[src/rtl/sfe_pkg.sv]
package sfe_pkg;
   typedef enum logic [1:0] {
      FMT_8N  = 2'b00,
      FMT_8P  = 2'b01,
      FMT_7P  = 2'b10,
      FMT_RSV = 2'b11
   } fmt_e;
endpackage

[src/rtl/sfe_tx.sv]
module sfe_tx
   import sfe_pkg::*;
#(
   parameter int OSR = 16,
   parameter int DW  = 8
) (
   input  logic          clk,
   input  logic          rst_n,
   input  logic          tick,
   input  fmt_e          fmt,
   input  logic          two_stop,
   input  logic          par_odd,
   input  logic          wr,
   input  logic [DW-1:0] wdata,
   output logic          empty,
   output logic          txd
);
   localparam int CNT_W   = $clog2(OSR);
   localparam int FRAME_W = DW + 4;
   localparam int NB_W    = $clog2(FRAME_W + 1);
   localparam logic [CNT_W-1:0] LAST_TICK = CNT_W'(OSR - 1);

   logic [DW-1:0]      hold_q;
   logic               full_q;
   logic               busy_q;
   logic [FRAME_W-1:0] sh_q;
   logic [NB_W-1:0]    left_q;
   logic [CNT_W-1:0]   tcnt_q;

   logic [DW-1:0]      d_eff;
   logic               par_bit;
   logic [FRAME_W-1:0] frm;
   logic [NB_W-1:0]    nbits;

   always_comb begin
      d_eff = hold_q;
      if (fmt == FMT_7P) d_eff[DW-1] = 1'b0;
      par_bit = (^d_eff) ^ par_odd;
      frm        = '1;
      frm[0]     = 1'b0;
      frm[DW:1]  = d_eff;
      if (fmt == FMT_7P)      frm[DW]   = par_bit;
      else if (fmt == FMT_8P) frm[DW+1] = par_bit;
      nbits = NB_W'(DW + 2) + NB_W'(fmt == FMT_8P) + NB_W'(two_stop);
   end

   always_ff @(posedge clk) begin
      if (!rst_n) begin
         hold_q <= '0;
         full_q <= 1'b0;
         busy_q <= 1'b0;
         sh_q   <= '1;
         left_q <= '0;
         tcnt_q <= '0;
      end else begin
         if (!busy_q && full_q) begin
            sh_q   <= frm;
            left_q <= nbits;
            busy_q <= 1'b1;
            full_q <= 1'b0;
            tcnt_q <= '0;
         end else if (busy_q && tick) begin
            if (tcnt_q == LAST_TICK) begin
               tcnt_q <= '0;
               sh_q   <= {1'b1, sh_q[FRAME_W-1:1]};
               left_q <= left_q - 1'b1;
               if (left_q == NB_W'(1)) busy_q <= 1'b0;
            end else begin
               tcnt_q <= tcnt_q + 1'b1;
            end
         end
         if (wr && !full_q) begin
            hold_q <= wdata;
            full_q <= 1'b1;
         end
      end
   end

   assign empty = !full_q;
   assign txd   = busy_q ? sh_q[0] : 1'b1;

   AST_TX_FILL_NEEDS_WR: assert property (@(posedge clk) disable iff (!rst_n)
      $rose(full_q) |-> $past(wr));
   AST_TX_START_LOW: assert property (@(posedge clk) disable iff (!rst_n)
      $rose(busy_q) |-> !txd);
   AST_TX_HOLD_NO_TICK: assert property (@(posedge clk) disable iff (!rst_n)
      (busy_q && !tick) |=> $stable(txd));
endmodule

[src/rtl/sfe_rx.sv]
module sfe_rx
   import sfe_pkg::*;
#(
   parameter int OSR         = 16,
   parameter int DW          = 8,
   parameter int SYNC_STAGES = 2
) (
   input  logic          clk,
   input  logic          rst_n,
   input  logic          tick,
   input  logic          en,
   input  fmt_e          fmt,
   input  logic          two_stop,
   input  logic          par_odd,
   input  logic          rxd,
   output logic          done,
   output logic [DW-1:0] rbyte,
   output logic          par_bad,
   output logic          stop_bad
);
   localparam int CNT_W = $clog2(OSR);
   localparam int VEC_W = DW + 3;
   localparam int IDX_W = $clog2(VEC_W);
   localparam logic [CNT_W-1:0] HALF_TICK = CNT_W'(OSR / 2 - 1);
   localparam logic [CNT_W-1:0] FULL_TICK = CNT_W'(OSR - 1);

   typedef enum logic [1:0] {S_IDLE, S_START, S_BITS} rx_st_e;

   logic rxs;

   generate
      if (SYNC_STAGES == 0) begin : g_nosync
         assign rxs = rxd;
      end else begin : g_sync
         logic [SYNC_STAGES-1:0] sr_q;
         always_ff @(posedge clk) begin
            if (!rst_n) sr_q <= '1;
            else begin
               sr_q[0] <= rxd;
               for (int i = 1; i < SYNC_STAGES; i++) sr_q[i] <= sr_q[i-1];
            end
         end
         assign rxs = sr_q[SYNC_STAGES-1];
      end
   endgenerate

   rx_st_e           st_q;
   logic             prev_q;
   logic [CNT_W-1:0] tcnt_q;
   logic [IDX_W-1:0] idx_q;
   logic [VEC_W-1:0] vec_q;
   fmt_e             fmt_q;
   logic             ts_q;
   logic             po_q;
   logic             done_q;

   logic [IDX_W-1:0] last_idx;
   logic [IDX_W-1:0] stop_pos;
   logic             pbit;

   always_comb begin
      last_idx = IDX_W'(DW) + IDX_W'(fmt_q == FMT_8P) + IDX_W'(ts_q);
      stop_pos = IDX_W'(DW) + IDX_W'(fmt_q == FMT_8P);
      rbyte    = vec_q[DW-1:0];
      pbit     = (fmt_q == FMT_7P) ? vec_q[DW-1] : vec_q[DW];
      if (fmt_q == FMT_7P) rbyte[DW-1] = 1'b0;
      par_bad  = ((fmt_q == FMT_8P) || (fmt_q == FMT_7P)) &&
                 (((^rbyte) ^ pbit) != po_q);
      stop_bad = !vec_q[stop_pos] || (ts_q && !vec_q[stop_pos + 1'b1]);
   end

   always_ff @(posedge clk) begin
      if (!rst_n) begin
         st_q   <= S_IDLE;
         prev_q <= 1'b1;
         tcnt_q <= '0;
         idx_q  <= '0;
         vec_q  <= '1;
         fmt_q  <= FMT_8N;
         ts_q   <= 1'b0;
         po_q   <= 1'b0;
         done_q <= 1'b0;
      end else begin
         done_q <= 1'b0;
         prev_q <= rxs;
         case (st_q)
            S_IDLE: begin
               if (en && prev_q && !rxs) begin
                  st_q   <= S_START;
                  tcnt_q <= '0;
                  fmt_q  <= fmt;
                  ts_q   <= two_stop;
                  po_q   <= par_odd;
               end
            end
            S_START: begin
               if (!en) st_q <= S_IDLE;
               else if (tick) begin
                  if (tcnt_q == HALF_TICK) begin
                     tcnt_q <= '0;
                     idx_q  <= '0;
                     st_q   <= rxs ? S_IDLE : S_BITS;
                  end else begin
                     tcnt_q <= tcnt_q + 1'b1;
                  end
               end
            end
            S_BITS: begin
               if (!en) st_q <= S_IDLE;
               else if (tick) begin
                  if (tcnt_q == FULL_TICK) begin
                     tcnt_q       <= '0;
                     vec_q[idx_q] <= rxs;
                     if (idx_q == last_idx) begin
                        st_q   <= S_IDLE;
                        done_q <= 1'b1;
                     end else begin
                        idx_q <= idx_q + 1'b1;
                     end
                  end else begin
                     tcnt_q <= tcnt_q + 1'b1;
                  end
               end
            end
            default: st_q <= S_IDLE;
         endcase
      end
   end

   assign done = done_q;

   AST_RX_DONE_NEEDS_EN: assert property (@(posedge clk) disable iff (!rst_n)
      done_q |-> $past(en));
   AST_RX_START_CONFIRMED: assert property (@(posedge clk) disable iff (!rst_n)
      (st_q == S_BITS && $past(st_q) == S_START) |-> $past(!rxs));
   AST_RX_WAIT_TICK: assert property (@(posedge clk) disable iff (!rst_n)
      (st_q != S_IDLE && !tick) |=> $stable(tcnt_q));
endmodule

[src/rtl/sfe_stat.sv]
module sfe_stat #(
   parameter int DW = 8
) (
   input  logic          clk,
   input  logic          rst_n,
   input  logic          done,
   input  logic [DW-1:0] rbyte,
   input  logic          par_bad,
   input  logic          stop_bad,
   input  logic          chk_par,
   input  logic          chk_frame,
   input  logic          chk_ovr,
   input  logic          cmd_wr,
   input  logic          cmd_rx_on,
   input  logic          cmd_rx_off,
   input  logic          cmd_clr_frame,
   input  logic          cmd_clr_par,
   input  logic          cmd_clr_ovr,
   input  logic          rd,
   output logic          rx_en,
   output logic [DW-1:0] rx_data,
   output logic          rx_avail,
   output logic          fe,
   output logic          pe,
   output logic          oe
);
   logic          en_q, avail_q, fe_q, pe_q, oe_q;
   logic [DW-1:0] data_q;
   logic          room, accept, lost;

   assign room   = !avail_q || rd;
   assign accept = done && room;
   assign lost   = done && !room;

   always_ff @(posedge clk) begin
      if (!rst_n) begin
         en_q    <= 1'b0;
         avail_q <= 1'b0;
         data_q  <= '0;
         fe_q    <= 1'b0;
         pe_q    <= 1'b0;
         oe_q    <= 1'b0;
      end else begin
         if (cmd_wr && cmd_rx_on)       en_q <= 1'b1;
         else if (cmd_wr && cmd_rx_off) en_q <= 1'b0;

         if (accept) begin
            avail_q <= 1'b1;
            data_q  <= rbyte;
         end else if (rd) begin
            avail_q <= 1'b0;
         end

         if (accept && stop_bad && chk_frame) fe_q <= 1'b1;
         else if (cmd_wr && cmd_clr_frame)    fe_q <= 1'b0;

         if (accept && par_bad && chk_par)    pe_q <= 1'b1;
         else if (cmd_wr && cmd_clr_par)      pe_q <= 1'b0;

         if (lost && chk_ovr)                 oe_q <= 1'b1;
         else if (cmd_wr && cmd_clr_ovr)      oe_q <= 1'b0;
      end
   end

   assign rx_en    = en_q;
   assign rx_avail = avail_q;
   assign rx_data  = data_q;
   assign fe       = fe_q;
   assign pe       = pe_q;
   assign oe       = oe_q;

   AST_FE_CLEAR_BY_CMD: assert property (@(posedge clk) disable iff (!rst_n)
      $fell(fe_q) |-> $past(cmd_wr && cmd_clr_frame));
   AST_PE_CLEAR_BY_CMD: assert property (@(posedge clk) disable iff (!rst_n)
      $fell(pe_q) |-> $past(cmd_wr && cmd_clr_par));
   AST_OE_NEEDS_FULL: assert property (@(posedge clk) disable iff (!rst_n)
      $rose(oe_q) |-> $past(done && avail_q && !rd));
   AST_HELD_BYTE_KEPT: assert property (@(posedge clk) disable iff (!rst_n)
      (avail_q && !rd) |=> $stable(data_q));
endmodule

[src/rtl/serial_frame_engine.sv]
module serial_frame_engine
   import sfe_pkg::*;
#(
   parameter int OSR         = 16,
   parameter int DW          = 8,
   parameter int SYNC_STAGES = 2
) (
   input  logic          clk,
   input  logic          rst_n,
   input  logic          os_tick,
   input  logic [1:0]    cfg_fmt,
   input  logic          cfg_two_stop,
   input  logic          cfg_par_odd,
   input  logic          cfg_par_chk,
   input  logic          cfg_frame_chk,
   input  logic          cfg_ovr_chk,
   input  logic          cmd_wr,
   input  logic          cmd_rx_on,
   input  logic          cmd_rx_off,
   input  logic          cmd_clr_frame,
   input  logic          cmd_clr_par,
   input  logic          cmd_clr_ovr,
   input  logic          tx_wr,
   input  logic [DW-1:0] tx_data,
   output logic          tx_empty,
   output logic          txd,
   input  logic          rxd,
   input  logic          rx_rd,
   output logic [DW-1:0] rx_data,
   output logic          rx_avail,
   output logic          rx_enabled,
   output logic          err_frame,
   output logic          err_parity,
   output logic          err_overrun
);
   generate
      if (OSR < 4 || (OSR % 2) != 0) begin : g_bad_osr
         $error("OSR must be even and at least 4");
      end
      if (DW < 5 || DW > 8) begin : g_bad_dw
         $error("DW must lie between 5 and 8");
      end
      if (SYNC_STAGES < 0 || SYNC_STAGES > 4) begin : g_bad_sync
         $error("SYNC_STAGES must lie between 0 and 4");
      end
   endgenerate

   fmt_e          fmt;
   logic          done, par_bad, stop_bad;
   logic [DW-1:0] rbyte;

   assign fmt = fmt_e'(cfg_fmt);

   sfe_tx #(.OSR(OSR), .DW(DW)) u_tx (
      .clk      (clk),
      .rst_n    (rst_n),
      .tick     (os_tick),
      .fmt      (fmt),
      .two_stop (cfg_two_stop),
      .par_odd  (cfg_par_odd),
      .wr       (tx_wr),
      .wdata    (tx_data),
      .empty    (tx_empty),
      .txd      (txd)
   );

   sfe_rx #(.OSR(OSR), .DW(DW), .SYNC_STAGES(SYNC_STAGES)) u_rx (
      .clk      (clk),
      .rst_n    (rst_n),
      .tick     (os_tick),
      .en       (rx_enabled),
      .fmt      (fmt),
      .two_stop (cfg_two_stop),
      .par_odd  (cfg_par_odd),
      .rxd      (rxd),
      .done     (done),
      .rbyte    (rbyte),
      .par_bad  (par_bad),
      .stop_bad (stop_bad)
   );

   sfe_stat #(.DW(DW)) u_stat (
      .clk           (clk),
      .rst_n         (rst_n),
      .done          (done),
      .rbyte         (rbyte),
      .par_bad       (par_bad),
      .stop_bad      (stop_bad),
      .chk_par       (cfg_par_chk),
      .chk_frame     (cfg_frame_chk),
      .chk_ovr       (cfg_ovr_chk),
      .cmd_wr        (cmd_wr),
      .cmd_rx_on     (cmd_rx_on),
      .cmd_rx_off    (cmd_rx_off),
      .cmd_clr_frame (cmd_clr_frame),
      .cmd_clr_par   (cmd_clr_par),
      .cmd_clr_ovr   (cmd_clr_ovr),
      .rd            (rx_rd),
      .rx_en         (rx_enabled),
      .rx_data       (rx_data),
      .rx_avail      (rx_avail),
      .fe            (err_frame),
      .pe            (err_parity),
      .oe            (err_overrun)
   );
endmodule

[config.mk]
export PLATFORM = sky130hd
export DESIGN_NAME = serial_frame_engine
export DESIGN_NICKNAME = d
export VERILOG_FILES = /design/src/rtl/sfe_pkg.sv /design/src/rtl/sfe_tx.sv /design/src/rtl/sfe_rx.sv /design/src/rtl/sfe_stat.sv /design/src/rtl/serial_frame_engine.sv
export SDC_FILE = /design/constraint.sdc
export NUM_CORES = 1
export LEC_CHECK = 0
export ABC_AREA = 1
export BUFFER_PORTS_ARGS = -buffer_cell sky130_fd_sc_hd__buf_2
export CAP_MARGIN = 5
export CORE_MARGIN = 1
export CORE_UTILIZATION = 58
export CTS_CLUSTER_DIAMETER = 60
export DETAILED_ROUTE_END_ITERATION = 12
export PLACE_DENSITY_LB_ADDON = 0.08
export REMOVE_ABC_BUFFERS = 1
export SLEW_MARGIN = 25
export SYNTH_ARGS = -nofsm -noshare
export SYNTH_HDL_FRONTEND = slang
export SYNTH_SLANG_ARGS = --single-unit
export TNS_END_PERCENT = 50
[constraint.sdc]
create_clock -name clk -period 2.1 [get_ports clk]
set_input_delay 0.42 -clock clk [delete_from_list [all_inputs] [get_ports clk]]
set_output_delay 0.42 -clock clk [all_outputs]
set_load 0.03 [all_outputs]
After elaboration in Yosys (flattened, before gate mapping):

Index checks and enable logic that the tools add are counted.

* $add $sub $neg: 9
* $lt $le $gt $ge: 4
* equality and inequality tests: 25
* multiplexer cells: 64
* bitwise operators: 3
* reduce and logical (&&, ||, !) cells: 53

Operator list (count)
* 4-bit two-way mux: 18
* 10-bit two-way mux: 3
* 1-bit two-way mux: 27
* 1-bit logical AND: 20
* 2-bit nonzero test: 10
* 2-bit two-way mux: 9
* 4-bit by 1-bit adder with 4-bit output, second input constant: 4
* 8-bit parity: 2
* 4-bit by 5-bit less-than comparator with 1-bit output, second input constant: 3
* 3-bit != test, second input constant: 5
* 4-bit case mux with 3 select lines: 1
* 6-bit AND reduction: 2
* 11-bit bitwise mux: 1
* 2-bit by 1-bit != test with 1-bit output, second input constant: 5
* 4-bit by 1-bit adder with 4-bit output: 2
* 4-bit by 1-bit adder with 4-bit output, first input constant: 2
* 1-bit binary-select mux with 4-bit select: 2
* 4-bit == test, second input constant: 2
* 4-bit case mux with 2 select lines: 1
* 8-bit AND reduction: 1
* 1-bit zero test: 7
* 2-bit by 1-bit == test with 1-bit output, second input constant: 3
* 2-bit == test, second input constant: 3
* 2-bit != test, second input constant: 3
* 18 further kinds: 22

* bits in registers: 70
* bits of input ports: 27
* word-level logic and storage cells: 180

Depth between registers and ports, before layout:

* word-level depth: 11
* gate-level depth with buffers: 13
* mapped depth without buffers: 13

Hierarchy:

From an unflattened synthesis, not the netlist that was laid out.

* cells, all modules: 504
* area, all modules: 3704.8 um^2

By module, submodules not included
* sfe_rx: instances 1, cells an instance 223, area an instance 1711.6 um^2, seq. area each 580.6 um^2
* sfe_tx: instances 1, cells an instance 199, area an instance 1441.4 um^2, seq. area each 560.5 um^2
* sfe_stat: instances 1, cells an instance 82, area an instance 551.8 um^2, seq. area each 260.2 um^2

Worst setup path before layout:

No wires, ideal clock.

* kind: reg2reg
* start: register u_rx.st_q[0]
* end: register u_rx.tcnt_q[2]
* library setup time: 95 ps
* arrival: 1402 ps
* setup slack: 603 ps
* cell stages (with the launch flop): 10
* period minus slack after synthesis: 1497 ps
* cells stage by stage: dfxtp_1 inv_1 ha_1 nor2_1 inv_2 a21oi_1 nand2_1 inv_2 nand2_1 a221oi_1

* cells in the longest elaborated chain, start to end: 3
* elaborated cells between the ends (all ways): 11
* those cells by class: eq/ne (7); mux (1); reduce/logical (3)

Ends and longest elaborated chain
* from (decl): line sfe_rx.sv:47 `rx_st_e st_q;`
* from (signal assigned): line sfe_rx.sv:102 `st_q <= rxs ? S_IDLE : S_BITS;`
* 2-bit == test (tied with other cells): line sfe_rx.sv:86 `case (st_q)`
* 2-bit by 1-bit != test with 1-bit output (no source line) (tied with other cells)
* 6-bit AND reduction (no source line)
* to (signal assigned): line sfe_rx.sv:104 `tcnt_q <= tcnt_q + 1'b1;`
* to (signal assigned): line sfe_rx.sv:121 `tcnt_q <= tcnt_q + 1'b1;`
* to (decl): line sfe_rx.sv:49 `logic [CNT_W-1:0] tcnt_q;`

Several ways; a longest one is shown, not always the timed one.
A chain may end at the register's enable or synchronous reset.

Final worst setup path:

Ends and elaborated chain as after synthesis.

==> results.sh <==
export IMPL_async_flop_share_pct=0
export IMPL_place_congestion=0.834
export IMPL_num_vias=3147
export IMPL_synthFlopType="dfxtp_1"
export IMPL_pre_cts_ws_ns=0.443
export IMPL_insertion_delay_ns=0.34
export IMPL_cp_cell_sequence="inv_1 -> ha_1 -> nor2_1 -> inv_2 -> a21oi_1 -> nand2_1 -> inv_2 -> nand2_1 -> a221oi_1"
export IMPL_ant_nets=0
export IMPL_numCtsBuffers=9
export IMPL_grt_total_usage_pct=26.1
export IMPL_yosys_top_cells_area="dfxtp_1 40%, nand2_1 11%, ha_1 5.7%, a21oi_1 5.4%, inv_1 5.4%"
export IMPL_drt_wl_total_mm=7.50
export IMPL_min_delay_path_class="input port to register"
export IMPL_dieArea_mm2=0.00636
export IMPL_routedWlPerCell_um=12.5
export IMPL_endpoint_kind="register"
export IMPL_die_y_um=79.7
export IMPL_synth_top_area_share_pct=40.0
export IMPL_synth_area_per_cell_um2=7.34
export IMPL_synth_most_common_cell="nand2_1"
export IMPL_fp_coreArea_mm2=0.00568
export IMPL_grt_pass1_wl_mm=12.7
export IMPL_skew_ns=0.00563
export IMPL_yosys_area_top_type="dfxtp_1"
export IMPL_relSlewSlack_pct=72.2
export IMPL_ctsResizeCount=0
export IMPL_worstReg2RegStart="u_rx.st_q[0]"
export IMPL_powerDensity_mw_per_mm2=754
export IMPL_insertedDiodeCount=0
export IMPL_cts_tree="yes"
export IMPL_final_layout_size_suffix_gt1_share_pct=17.9
export IMPL_startpoint="u_rx.st_q[0]"
export IMPL_power_leakage_nw=1.82
export IMPL_hp_start="rxd"
export IMPL_cp_top_family="flip-flops"
export IMPL_cts_setup_buffers=0
export IMPL_synth_cell_type_count=46
export IMPL_htreeDepth=3
export IMPL_worst_slew_pin_slew_ns=0.418
export IMPL_drv_cap=0
export IMPL_crit_slowest_cell="dfxtp_1"
export IMPL_min_period_over_period_pct=79.3
export IMPL_grt_max_degree=42
export IMPL_crit_fanout=6
export IMPL_die_x_um=79.7
export IMPL_cts_root_buffer="clkbuf_8"
export IMPL_critPathBufInv=3
export IMPL_syn_inst=477
export IMPL_status="complete, no violations"
export IMPL_min_period_ns=1.67
export IMPL_yosys_register_bits=70
export IMPL_final_nets=568
export IMPL_final_max_slew_violation_count=0
export IMPL_initial_core_util_pct=61.7
export IMPL_antenna_found_initial=0
export IMPL_ctsHoldBuffers=0
export IMPL_drc=0
export IMPL_setup_viol_count_final=0
export IMPL_grt_setup_unrepaired="false"
export IMPL_grt_pass1_vias=3000
export IMPL_vias_per_cell=5.23
export IMPL_synth_seq_area_share_pct=40.0
export IMPL_drt_pre_antenna_iters=4
export IMPL_slowest_delay_ns=0.39
export IMPL_ys_top_cells_by_count="101 x nand2_1, 70 x dfxtp_1, 50 x inv_1, 50 x nor2_1, 38 x a21oi_1"
export IMPL_drt_iter0_markers=121
export IMPL_io_buffers=41
export IMPL_yosysWarnings=0
export IMPL_max_freq_ghz=0.600
export IMPL_critPathRequiredTime_ns=2.35
export IMPL_synth_edf_count=0
export IMPL_cts_clk_slew_worst_paths_ns=0.07
export IMPL_dp_hpwl_mm=5.47
export IMPL_numClockSinks=70
export IMPL_syn_cell_area_mm2=0.00350
export IMPL_cp_start_kind="register"
export IMPL_path_class="register to register"
export IMPL_fin_ws_ns=0.435
export IMPL_tns_ns=0
export IMPL_n_fill_cell=468
export IMPL_overflow=0
export IMPL_clock_path_buffers=2
export IMPL_placementRows=27
export IMPL_worstPathArrival_ns=1.92
export IMPL_final_hold_viol_count=0
export IMPL_ir_drop_uv=512
export IMPL_ios=42
export IMPL_area_growth_pct=15.8
==> sequential cells by signal (all words and copies together) (netlist names), 2 cells and up <==
signal,flops
u_rx.vec_q,11
u_tx.sh_q,10
u_stat.rx_data,8
u_tx.hold_q,8
u_rx.idx_q,4
u_rx.tcnt_q,4
u_tx.left_q,4
u_tx.tcnt_q,4
u_rx.fmt_q,2
u_rx.g_sync.sr_q,2
u_rx.st_q,2
==> layout make-up <==
type / count / area, um^2 / share of cell area (%)
clock buffer: 13 / 159 / 3.92
clock inverter: 3 / 90.1 / 2.22
inverter: 59 / 225 / 5.55
multi-input combinational: 336 / 1830 / 45.0
sequential: 70 / 1400 / 34.5
tap: 72 / 90.1 / 2.22
timing repair buffer: 49 / 265 / 6.54
==> stage by stage <==
stage	area (um^2)	cells	total power [mW]	hold WS (ns)	util, %
2_1_floorplan	3450	465	1.63	0.393	-
3_3_place_gp	3810	586	1.72	0.401	67.1
6_report	4060	602	3.06	0.261	71.5
4_1_cts	4060	602	3.08	0.256	71.5
3_5_place_dp	3810	586	1.74	0.398	67.1
5_1_grt	4060	602	3.18	0.269	71.5
==> power by group <==
| group | total, mW | switching (mW) | internal, mW |
|---|---|---|---|
| clock | 1.35 | 0.496 | 0.856 |
| sequential | 1.41 | 0.0336 | 1.37 |
| combinational | 0.302 | 0.193 | 0.109 |
| total | 3.06 | 0.723 | 2.34 |
==> cells by family after synthesis <==
kind of cell	share of synthesized area [%]
fa+ha+maj	5.71
xor+xnor	2.75
compound gates	17.1
buf+inv	7.86
flops	40.0
simple gates	26.6
==> worst register-to-register path: cells and delay by family, from the launching register on <==
family / cells / cell delay, ns
AND/OR/NAND/NOR: 3 / 0.33
adder cells (fa/ha/maj): 1 / 0.25
buffers and inverters: 3 / 0.26
flip-flops: 1 / 0.39
AO/OA/AOI/OAI: 2 / 0.33
==> final timing paths <==
check / endpoint / slack, ns / depth (start not counted)
worst min register to register: u_rx.g_sync.sr_q[1] / 0.43 / 1
worst min-delay path: u_rx.g_sync.sr_q[0] / 0.26 / 2
worst max-delay path: u_rx.tcnt_q[2] / 0.43 / 9
worst max register to register: u_rx.tcnt_q[2] / 0.43 / 9
==> routing by layer <==
layer  routed length (um)  track usage [%]  part of all wire, %  vias to the layer above
met5                    0                0                    0                        -
met1                 3450             31.3                   46                     1425
met3                  312             4.69                  4.2                       14
met4                  133             14.0                  1.8                        0
met2                 3600             43.9                   48                       54
li1                     -                -                    -                     1654
==> layout by cell type (no fill, tap or decap), types with 2 or more instances in the layout <==
cell	n
clkbuf_8	11
or2_2	4
nor2_1	50
buf_4	8
nand3_2	3
inv_1	50
nor3_1	3
and3_1	2
bufinv_16	3
nand2_1	101
o211ai_1	10
a211oi_1	2
inv_2	6
a31oi_1	4
nand2_2	3
nor2_4	3
nand4_1	2
o311ai_2	2
nor2_2	2
nand3_1	29
ha_1	16
dfxtp_1	70
xor2_1	5
xnor2_1	6
buf_2	41
a21oi_2	2
clkbuf_1	2
a21oi_1	38
o21ai_0	34
Power figures use the tool's default switching activity.
